`src/rtl/ps2ec_pkg.sv`:
```
package ps2ec_pkg;
  localparam logic [7:0] CODE_RESEND = 8'hFE;
  localparam logic [7:0] CODE_ERROR  = 8'hFC;

  typedef enum logic [2:0] {
    EV_NONE,
    EV_CMD,
    EV_RESEND,
    EV_BAD,
    EV_BAD_LIMIT
  } rx_ev_e;

  typedef enum logic [1:0] {
    ST_IDLE,
    ST_CODE,
    ST_DATA
  } tx_st_e;
endpackage

```
`src/rtl/ps2ec_rx_class.sv`:
```
module ps2ec_rx_class
  import ps2ec_pkg::*;
#(
  parameter int W         = 8,
  parameter int ERR_LIMIT = 2
) (
  input  logic         clk,
  input  logic         rst_n,
  input  logic         accept,
  input  logic [W-1:0] rx_byte,
  input  logic         rx_par_err,
  input  logic         rx_frm_err,
  output rx_ev_e       ev
);
  localparam int CW = $clog2(ERR_LIMIT + 1);
  localparam logic [CW-1:0] LAST = CW'(ERR_LIMIT - 1);

  logic [CW-1:0] run_q, run_d;
  logic          bad;

  assign bad = rx_par_err | rx_frm_err;

  always_comb begin
    ev    = EV_NONE;
    run_d = run_q;
    if (accept) begin
      if (bad) begin
        if (run_q == LAST) begin
          ev    = EV_BAD_LIMIT;
          run_d = '0;
        end else begin
          ev    = EV_BAD;
          run_d = run_q + 1'b1;
        end
      end else begin
        run_d = '0;
        ev    = (rx_byte == W'(CODE_RESEND)) ? EV_RESEND : EV_CMD;
      end
    end
  end

  always_ff @(posedge clk or negedge rst_n) begin
    if (!rst_n)      run_q <= '0;
    else if (accept) run_q <= run_d;
  end
endmodule

```
`src/rtl/ps2ec_pktbuf.sv`:
```
module ps2ec_pktbuf #(
  parameter int W    = 8,
  parameter int MAXB = 3,
  localparam int LW  = $clog2(MAXB + 1)
) (
  input  logic              clk,
  input  logic              rst_n,
  input  logic              load,
  input  logic [LW-1:0]     load_len,
  input  logic [MAXB*W-1:0] load_data,
  input  logic [LW-1:0]     rd_idx,
  output logic [LW-1:0]     len_q,
  output logic [W-1:0]      rd_byte
);
  logic [W-1:0] slot_q [MAXB];

  always_ff @(posedge clk or negedge rst_n) begin
    if (!rst_n)    len_q <= '0;
    else if (load) len_q <= load_len;
  end

  for (genvar g = 0; g < MAXB; g++) begin : g_slot
    always_ff @(posedge clk or negedge rst_n) begin
      if (!rst_n)    slot_q[g] <= '0;
      else if (load) slot_q[g] <= load_data[g*W +: W];
    end
  end

  always_comb begin
    rd_byte = '0;
    for (int i = 0; i < MAXB; i++)
      if (rd_idx == LW'(i)) rd_byte = slot_q[i];
  end
endmodule

```
`src/rtl/ps2_mouse_err_ctrl.sv`:
```
module ps2_mouse_err_ctrl
  import ps2ec_pkg::*;
#(
  parameter int W         = 8,
  parameter int MAXB      = 3,
  parameter int ERR_LIMIT = 2
) (
  input  logic                      clk,
  input  logic                      rst_n,
  input  logic                      stream_mode,
  input  logic                      rx_valid,
  input  logic [W-1:0]              rx_byte,
  input  logic                      rx_par_err,
  input  logic                      rx_frm_err,
  input  logic                      pkt_valid,
  input  logic [$clog2(MAXB+1)-1:0] pkt_len,
  input  logic [MAXB*W-1:0]         pkt_data,
  output logic                      pkt_ready,
  output logic                      tx_valid,
  output logic [W-1:0]              tx_byte,
  input  logic                      tx_done,
  input  logic                      tx_abort,
  output logic                      cnt_clr
);
  localparam int LW = $clog2(MAXB + 1);
  localparam logic [LW-1:0] FULL = LW'(MAXB);

  tx_st_e        st_q, st_d;
  logic [LW-1:0] idx_q, idx_d;
  logic [W-1:0]  code_q, code_d;
  logic          clr_after_q, clr_after_d;
  logic          cnt_clr_q, cnt_clr_d;
  logic          idle, accept, pkt_go, advance;
  logic [LW-1:0] len_q;
  logic [W-1:0]  rd_byte;
  rx_ev_e        ev;

  assign idle      = (st_q == ST_IDLE);
  assign accept    = idle & rx_valid;
  assign pkt_ready = idle & ~rx_valid;
  assign pkt_go    = pkt_valid & pkt_ready & (pkt_len != '0);
  assign advance   = tx_done & ~tx_abort;

  ps2ec_rx_class #(.W(W), .ERR_LIMIT(ERR_LIMIT)) u_class (
    .clk(clk), .rst_n(rst_n), .accept(accept), .rx_byte(rx_byte),
    .rx_par_err(rx_par_err), .rx_frm_err(rx_frm_err), .ev(ev)
  );

  ps2ec_pktbuf #(.W(W), .MAXB(MAXB)) u_buf (
    .clk(clk), .rst_n(rst_n), .load(pkt_go), .load_len(pkt_len),
    .load_data(pkt_data), .rd_idx(idx_q), .len_q(len_q), .rd_byte(rd_byte)
  );

  always_comb begin
    st_d        = st_q;
    idx_d       = idx_q;
    code_d      = code_q;
    clr_after_d = clr_after_q;
    cnt_clr_d   = 1'b0;
    unique case (st_q)
      ST_IDLE: begin
        unique case (ev)
          EV_CMD:       cnt_clr_d = 1'b1;
          EV_BAD: begin
            code_d = W'(CODE_RESEND);
            st_d   = ST_CODE;
          end
          EV_BAD_LIMIT: begin
            code_d = W'(CODE_ERROR);
            st_d   = ST_CODE;
          end
          EV_RESEND: begin
            if (len_q != '0) begin
              st_d        = ST_DATA;
              idx_d       = '0;
              clr_after_d = stream_mode & (len_q == FULL);
            end
          end
          default: begin
            if (pkt_go) begin
              st_d        = ST_DATA;
              idx_d       = '0;
              clr_after_d = 1'b0;
            end
          end
        endcase
      end
      ST_CODE: if (advance) st_d = ST_IDLE;
      ST_DATA: begin
        if (advance) begin
          if (idx_q == len_q - 1'b1) begin
            st_d      = ST_IDLE;
            cnt_clr_d = clr_after_q;
          end else begin
            idx_d = idx_q + 1'b1;
          end
        end
      end
      default: st_d = ST_IDLE;
    endcase
  end

  always_ff @(posedge clk or negedge rst_n) begin
    if (!rst_n) begin
      st_q        <= ST_IDLE;
      idx_q       <= '0;
      code_q      <= '0;
      clr_after_q <= 1'b0;
      cnt_clr_q   <= 1'b0;
    end else begin
      st_q        <= st_d;
      idx_q       <= idx_d;
      code_q      <= code_d;
      clr_after_q <= clr_after_d;
      cnt_clr_q   <= cnt_clr_d;
    end
  end

  assign tx_valid = ~idle;
  assign tx_byte  = (st_q == ST_CODE) ? code_q : rd_byte;
  assign cnt_clr  = cnt_clr_q;
endmodule

```
`config.mk`:
```
export PLATFORM = sky130hd
export DESIGN_NAME = ps2_mouse_err_ctrl
export DESIGN_NICKNAME = d
export VERILOG_FILES = /design/src/rtl/ps2ec_pkg.sv /design/src/rtl/ps2ec_rx_class.sv /design/src/rtl/ps2ec_pktbuf.sv /design/src/rtl/ps2_mouse_err_ctrl.sv
export SDC_FILE = /design/constraint.sdc
export NUM_CORES = 1
export LEC_CHECK = 0
export ABC_AREA = 0
export BUFFER_PORTS_ARGS = -buffer_cell sky130_fd_sc_hd__buf_2
export CORE_MARGIN = 1
export CORE_UTILIZATION = 50
export CTS_BUF_LIST = sky130_fd_sc_hd__clkbuf_2 sky130_fd_sc_hd__clkbuf_4 sky130_fd_sc_hd__clkbuf_8
export DETAILED_ROUTE_END_ITERATION = 16
export PLACE_DENSITY = 0.78
export SYNTH_ARGS = -nofsm -noshare
export SYNTH_HDL_FRONTEND = slang
export SYNTH_SLANG_ARGS = --single-unit
```
`constraint.sdc`:
```
create_clock -name clk -period 2 [get_ports clk]
set_clock_uncertainty 0.05 [all_clocks]
set_input_delay 0.3 -clock clk [delete_from_list [all_inputs] [get_ports clk]]
set_output_delay 0.3 -clock clk [all_outputs]
set_load 0.01 [all_outputs]
```
# After elaboration in Yosys (flattened, before gate mapping)
# Cells that the tools add are included.
[totals]
elab_cells = 90
romBits = 0
input_bits = 43
n_memories = 0
ramBits = 0
out_inout_bits = 11
latch_bits = 0
register_bits = 42
[classes]
eq_ne = 22
n_bitwise = 11
n_addsub = 3
n_lt_le_gt_ge = 0
mul = 0
shifts = 0
n_mux = 31
reduce_logical = 13
div = 0
[ops]
columns = ["op", "n"]
rows = [
  ["$mux 8", 4],
  ["$mux 2", 12],
  ["$pmux 8 s2", 1],
  ["$ne 2x2->1 const B", 7],
  ["$pmux 2 s3", 2],
  ["$reduce_and 6->1", 2],
  ["$reduce_bool 2->1", 5],
  ["$mux 3", 3],
  ["$eq 8x8->1 const B", 1],
  ["$pmux 2 s2", 2],
  ["$and 1x1->1", 6],
  ["$eq 2x1->1 const B", 3],
  ["$eq 2x2->1 const B", 3],
  ["$eq 3x2->1 const B", 2],
  ["$mux 1", 5],
  ["$add 2x1->2 const B", 2],
  ["$logic_not 2->1", 2],
  ["$ne 4x2->1 const B", 1],
  ["$not 1->1", 4],
  ["$pmux 1 s2", 2],
  ["$reduce_and 4->1", 1],
  ["$eq 3x1->1 const B", 1],
  ["$eq 3x3->1 const B", 1],
  ["$ne 3x1->1 const B", 1],
  ["other kinds (7)", 7],
]

# Longest topological paths before layout
[logic_depth]
depth_word = 8
mapped_depth = 9
ltp_nobuf = 7

# By module
# A second synthesis with hierarchy kept.
[hier_totals]
cells_unflattened = 174
hier_area_um2 = 2117.0
[by_module_without_submodules]
columns = ["module", "area_each_um2", "cells_each", "seq_area_each_um2", "instances"]
rows = [
  ["ps2ec_pktbuf", 1248.7, 75, 650.6, 1],
  ["ps2_mouse_err_ctrl", 720.7, 83, 200.2, 1],
  ["ps2ec_rx_class", 147.6, 16, 50.0, 1],
]

# Least setup slack after synthesis
# OpenSTA, ideal clock, no wires.
[synth_path]
path_kind = "flip-flop to output port"
start = "register idx_q[1]"
end = "output port tx_byte[5]"
t_required_ps = 1650
path_slack_ps = 48
path_stages_with_launch = 10
t_arrival_ps = 1602
path_buffers = 2
cell_sequence = "dfrtp_1 > inv_1 > ha_1 > clkbuf_1 > nor2b_1 > clkbuf_1 > a22oi_1 > nor2_1 > a21oi_1 > o21ai_0"
[synth_between]
elab_chain_cells = 5
word_cells_on_any_way = 7
classes_between = "eq/ne: 2; mux: 4; reduce/logical: 1"
[synth_lines]
columns = ["item", "line", "rtl"]
rows = [
  ["start: declaration", "ps2_mouse_err_ctrl.sv:29", "logic [LW-1:0] idx_q, idx_d;"],
  ["start signal: assignment", "ps2_mouse_err_ctrl.sv:112", "idx_q <= idx_d;"],
  ["$logic_not 2->1", "ps2ec_pktbuf.sv:32", "if (rd_idx == LW'(i)) rd_byte = slot_q[i];"],
  ["$mux 8 (2 in series)", "ps2ec_pktbuf.sv:32", ""],
  ["$mux 8 (*)", "ps2ec_pktbuf.sv:32", ""],
  ["$mux 8 (*)", "ps2_mouse_err_ctrl.sv:120", "assign tx_byte = (st_q == ST_CODE) ? code_q : rd_byte;"],
  ["end: declaration", "ps2_mouse_err_ctrl.sv:20", "output logic [W-1:0] tx_byte,"],
]
# Mark *: on every way between the ends. The rest lies on a longest branch, timed or not.

# Worst setup path in the final report
[layout_path]
start = "register idx_q[0]"
end = "output port tx_byte[7]"
# Same word-level chain as after synthesis.

==> impl_results.rst <==
.. list-table::
   :header-rows: 1

   * - Metric
     - Value
   * - Hold WC Path Type
     - input pin to async pin
   * - Initial Utilization
     - 0.5369
   * - Row count
     - 21
   * - DRC errors left
     - 0
   * - Data required, critical path
     - between 1.5 and 2 ns
   * - CP Class
     - register to output port
   * - Worst-Margin Slew
     - 0.7895 ns
   * - Final Hold Slack
     - about 0.029 ns
   * - RSZ-0062 raised after global routing
     - true
   * - Slack of the worst reg-to-reg path
     - 0.13 ns
   * - H-tree lvl count
     - 2
   * - CTS Buf Count
     - 5
   * - Area of the mapped netlist
     - 1848 µm²
   * - Post-Layout Inst Area
     - 2365 µm²
   * - Critical-path cell list
     - inv_4 -> ha_4 -> nor2b_4 -> a22oi_1 -> nor2_1 -> a21oi_1 -> o21ai_1 -> buf_2
   * - Post-synthesis to final-layout area growth
     - 27.96%
   * - Vertical extent of the die
     - 62.80 µm
   * - Critical path's largest stage delay
     - 0.46 ns
   * - Die Wd
     - 62.80 µm
   * - Cell at the root of the clock tree
     - clkbuf_8
   * - Post-Place Setup Slack
     - -0.07063 ns
   * - Worst slew margin relative to its limit
     - 0.4737
   * - Final critical-path setup slack
     - -0.08225 ns
   * - Final #Nets
     - 283
   * - Critical Path Source Type
     - register
   * - Fmax
     - 480.3 MHz
   * - Total number of clock tree sinks
     - 36
   * - Number of antenna violations at the first check in global routing
     - 0
   * - Pin count of the biggest net entering global routing
     - 37
   * - Critical Path AT
     - 1.73 ns
   * - I/O Pins
     - 54
   * - Leakage component of the power
     - approximately 0.0011 µW
   * - Power per standard cell area
     - 1533 nW/µm²
   * - Final RePlAce weighted congestion
     - 0.7846
   * - Antenna fix cells
     - 0
   * - DIE AREA
     - roughly 4000 µm²
   * - Number of unique standard cell types used by synthesis
     - 34
   * - Flip-flop and latch count after synthesis
     - 36
   * - Clock edge transition at the registers on the reported setup and hold paths
     - 0.07 ns
   * - Final Slew Violations
     - 0
   * - Std-Cell Core Area
     - about 3400 µm²
   * - Cell count after synthesis
     - around 170
   * - Total negative slack for setup checks
     - -0.3473 ns
   * - Largest fanout of any net on the critical path
     - 7
   * - Total placed instance area
     - 2193 µm²
   * - Total wire length after detailed routing
     - 4.035 mm
   * - Via total after detailed routing
     - around 1,500
   * - Largest voltage drop on the vdd net
     - 0.6994 mV
   * - Violated checks
     - setup timing
   * - Via-to-Cell Ratio
     - 5.351
   * - Post-DR wirelength/cell
     - ~14 µm
   * - Sequential share of the synthesized area
     - 0.4875
   * - Total of hold buffers inserted after clock tree synthesis
     - 0
   * - Share of post-route cells with drive strength above 1
     - 0.4661
   * - Vias in the first global route
     - 1,427
   * - Number of fill cells
     - 268
   * - Average cell area after synthesis
     - 10.68 µm²
   * - Period Utilization, post-route
     - 1.041
   * - Number of setup violations in the final report
     - 7
   * - Global-route wire length before repair
     - roughly 6.5 mm
   * - Starting DRC count in detailed routing
     - 79
   * - Latest clock arrival within the worst-skew pair
     - 0.29 ns
   * - Mapped Nets
     - about 220
   * - Global route overflow
     - 0
   * - Final critical path time including I/O delays and setup
     - roughly 2.1 ns
   * - Count of endpoints failing hold in the final timing report
     - 0
   * - Kind of capture point of the worst setup path
     - output port
   * - Post-DP HPWL
     - 2.960 mm
   * - Status
     - complete, but fails checks
   * - Max Cap Violations
     - 0
   * - Maximum clock path buffer count
     - 2
   * - Global-route usage over all layers
     - 0.2195
   * - Port Buffers
     - 53
   * - Overall power after layout
     - 3624 µW
   * - Number of warning messages in the yosys log
     - 0
   * - Clock tree from TritonCTS
     - yes
   * - Count of nets left with antenna violations after detail routing
     - 0
   * - First drt pass iteration count
     - 4
   * - Critical path's slowest cell
     - dfrtp_2
-- where the power goes --
group	switching, µW	total, µW	internal (µW)
sequential	242	1290	1050
combinational	916	1810	898
clock	273	515	242
total	1430	3620	2190
-- per-stage QoR --
stage,util,cells
after global placement,0.6372,269
after detailed placement,0.6372,269
final,0.6870,282
after CTS,0.6728,280
after global routing,0.6870,282
after floorplan,-,173
-- path summary, 6_finish.rpt --
check                          startpoint          endpoint  depth (start not counted)
max in group asynchronous           rst_n          idx_q[0]                          1
max                              idx_q[0]        tx_byte[7]                          8
min                                 rst_n           cnt_clr                          1
min in group clk             pkt_data[11]  u_buf.slot_q[11]                          2
min reg2reg                     code_q[6]         code_q[6]                          1
max reg2reg                u_buf.len_q[0]          idx_q[1]                          6
-- routing by layer --
metal,part of all wire,vias to the layer above,wire [µm],GRT usage
li1,-,738,-,-
met1,0.48,729,1935,0.2922
met2,0.47,37,1881,0.3410
met3,0.042,5,169,0.05109
met4,0.012,0,48,0.09593
met5,0,-,0,0
-- worst max-delay path: cells and delay by family, from the launching register on --
family	cells	cell delay, ns
fa+ha+maj	1	0.13
simple gates	2	0.32
flops	1	0.46
compound gates	3	0.29
buf+inv	2	0.24
-- cells by family after synthesis --
family,synth area share
buffers and inverters,0.03385
flip-flops,0.4875
multiplexers,0.1517
XOR/XNOR,0.009480
AND/OR/NAND/NOR,0.1490
adder cells (fa/ha/maj),0.03385
AO/OA/AOI/OAI,0.1347
-- state kept, by name (all words and copies together), names as in the netlist --
name and count:
u_buf.slot_q 24, code_q 2, idx_q 2, st_q 2, u_buf.len_q 2, u_class.run_q 2, clr_after_q 1, cnt_clr 1
-- synthesized netlist by cell type --
master | n | share of area
nor2b_1 | 4 | 0.014
mux2_2 | 24 | 0.15
o21ai_0 | 18 | 0.049
o2bb2ai_1 | 1 | 0.0047
nand4b_1 | 1 | 0.0047
nor2_1 | 13 | 0.026
a22oi_1 | 7 | 0.028
nand3_1 | 1 | 0.0027
o21a_1 | 1 | 0.0041
or2_2 | 1 | 0.0034
clkbuf_1 | 6 | 0.012
a31oi_1 | 1 | 0.0034
and3_1 | 1 | 0.0034
nor3b_1 | 1 | 0.0041
a21oi_1 | 11 | 0.030
mux2i_1 | 1 | 0.0054
buf_4 | 1 | 0.0041
or2_1 | 1 | 0.0034
or3b_4 | 1 | 0.0061
dfrtp_1 | 36 | 0.49
buf_2 | 2 | 0.0054
nand3b_1 | 2 | 0.0081
and2_1 | 1 | 0.0034
nand2_1 | 11 | 0.022
ha_1 | 5 | 0.034
a41o_1 | 1 | 0.0054
nand4_1 | 1 | 0.0034
o311ai_0 | 1 | 0.0047
nor4_4 | 2 | 0.023
a22o_2 | 1 | 0.0054
xor2_1 | 2 | 0.0095
nor3_1 | 4 | 0.011
inv_1 | 6 | 0.012
nand2b_1 | 3 | 0.010
-- area by class of cell --
type / count / area [µm²] / area share
sequential: 36 / 902.1 / 0.3815
clock inverter: 3 / 18.77 / 0.007937
tap: 46 / 57.56 / 0.02434
clock buffer: 5 / 68.82 / 0.02910
inverter: 6 / 25.02 / 0.01058
multi-input combinational: 122 / 932.1 / 0.3942
timing repair buffer: 64 / 360.3 / 0.1524
-- layout by cell type, fill, tap and decap left out, types with 4 or more instances in the layout --
cell type | netlist | routed
inv_1 | 6 | 4
buf_4 | 1 | 10
buf_2 | 2 | 53
dfrtp_1 | 36 | 35
o21ai_0 | 18 | 11
mux2_2 | 24 | 24
clkbuf_8 | 0 | 5
nor2_1 | 13 | 13
a21oi_1 | 11 | 11
nand2_1 | 11 | 11
o21ai_1 | 0 | 7
a22oi_1 | 7 | 5
-- repair_timing --
action / in CTS / in global routing
gates resized for setup: 11 / 8
setup endpoints to repair: 8 / 10
buffers inserted: 3 / 2
pin swaps: 2 / 6
endpoints found under the hold margin: 0 / 0
No activity file was read; power rests on OpenSTA's default activity.
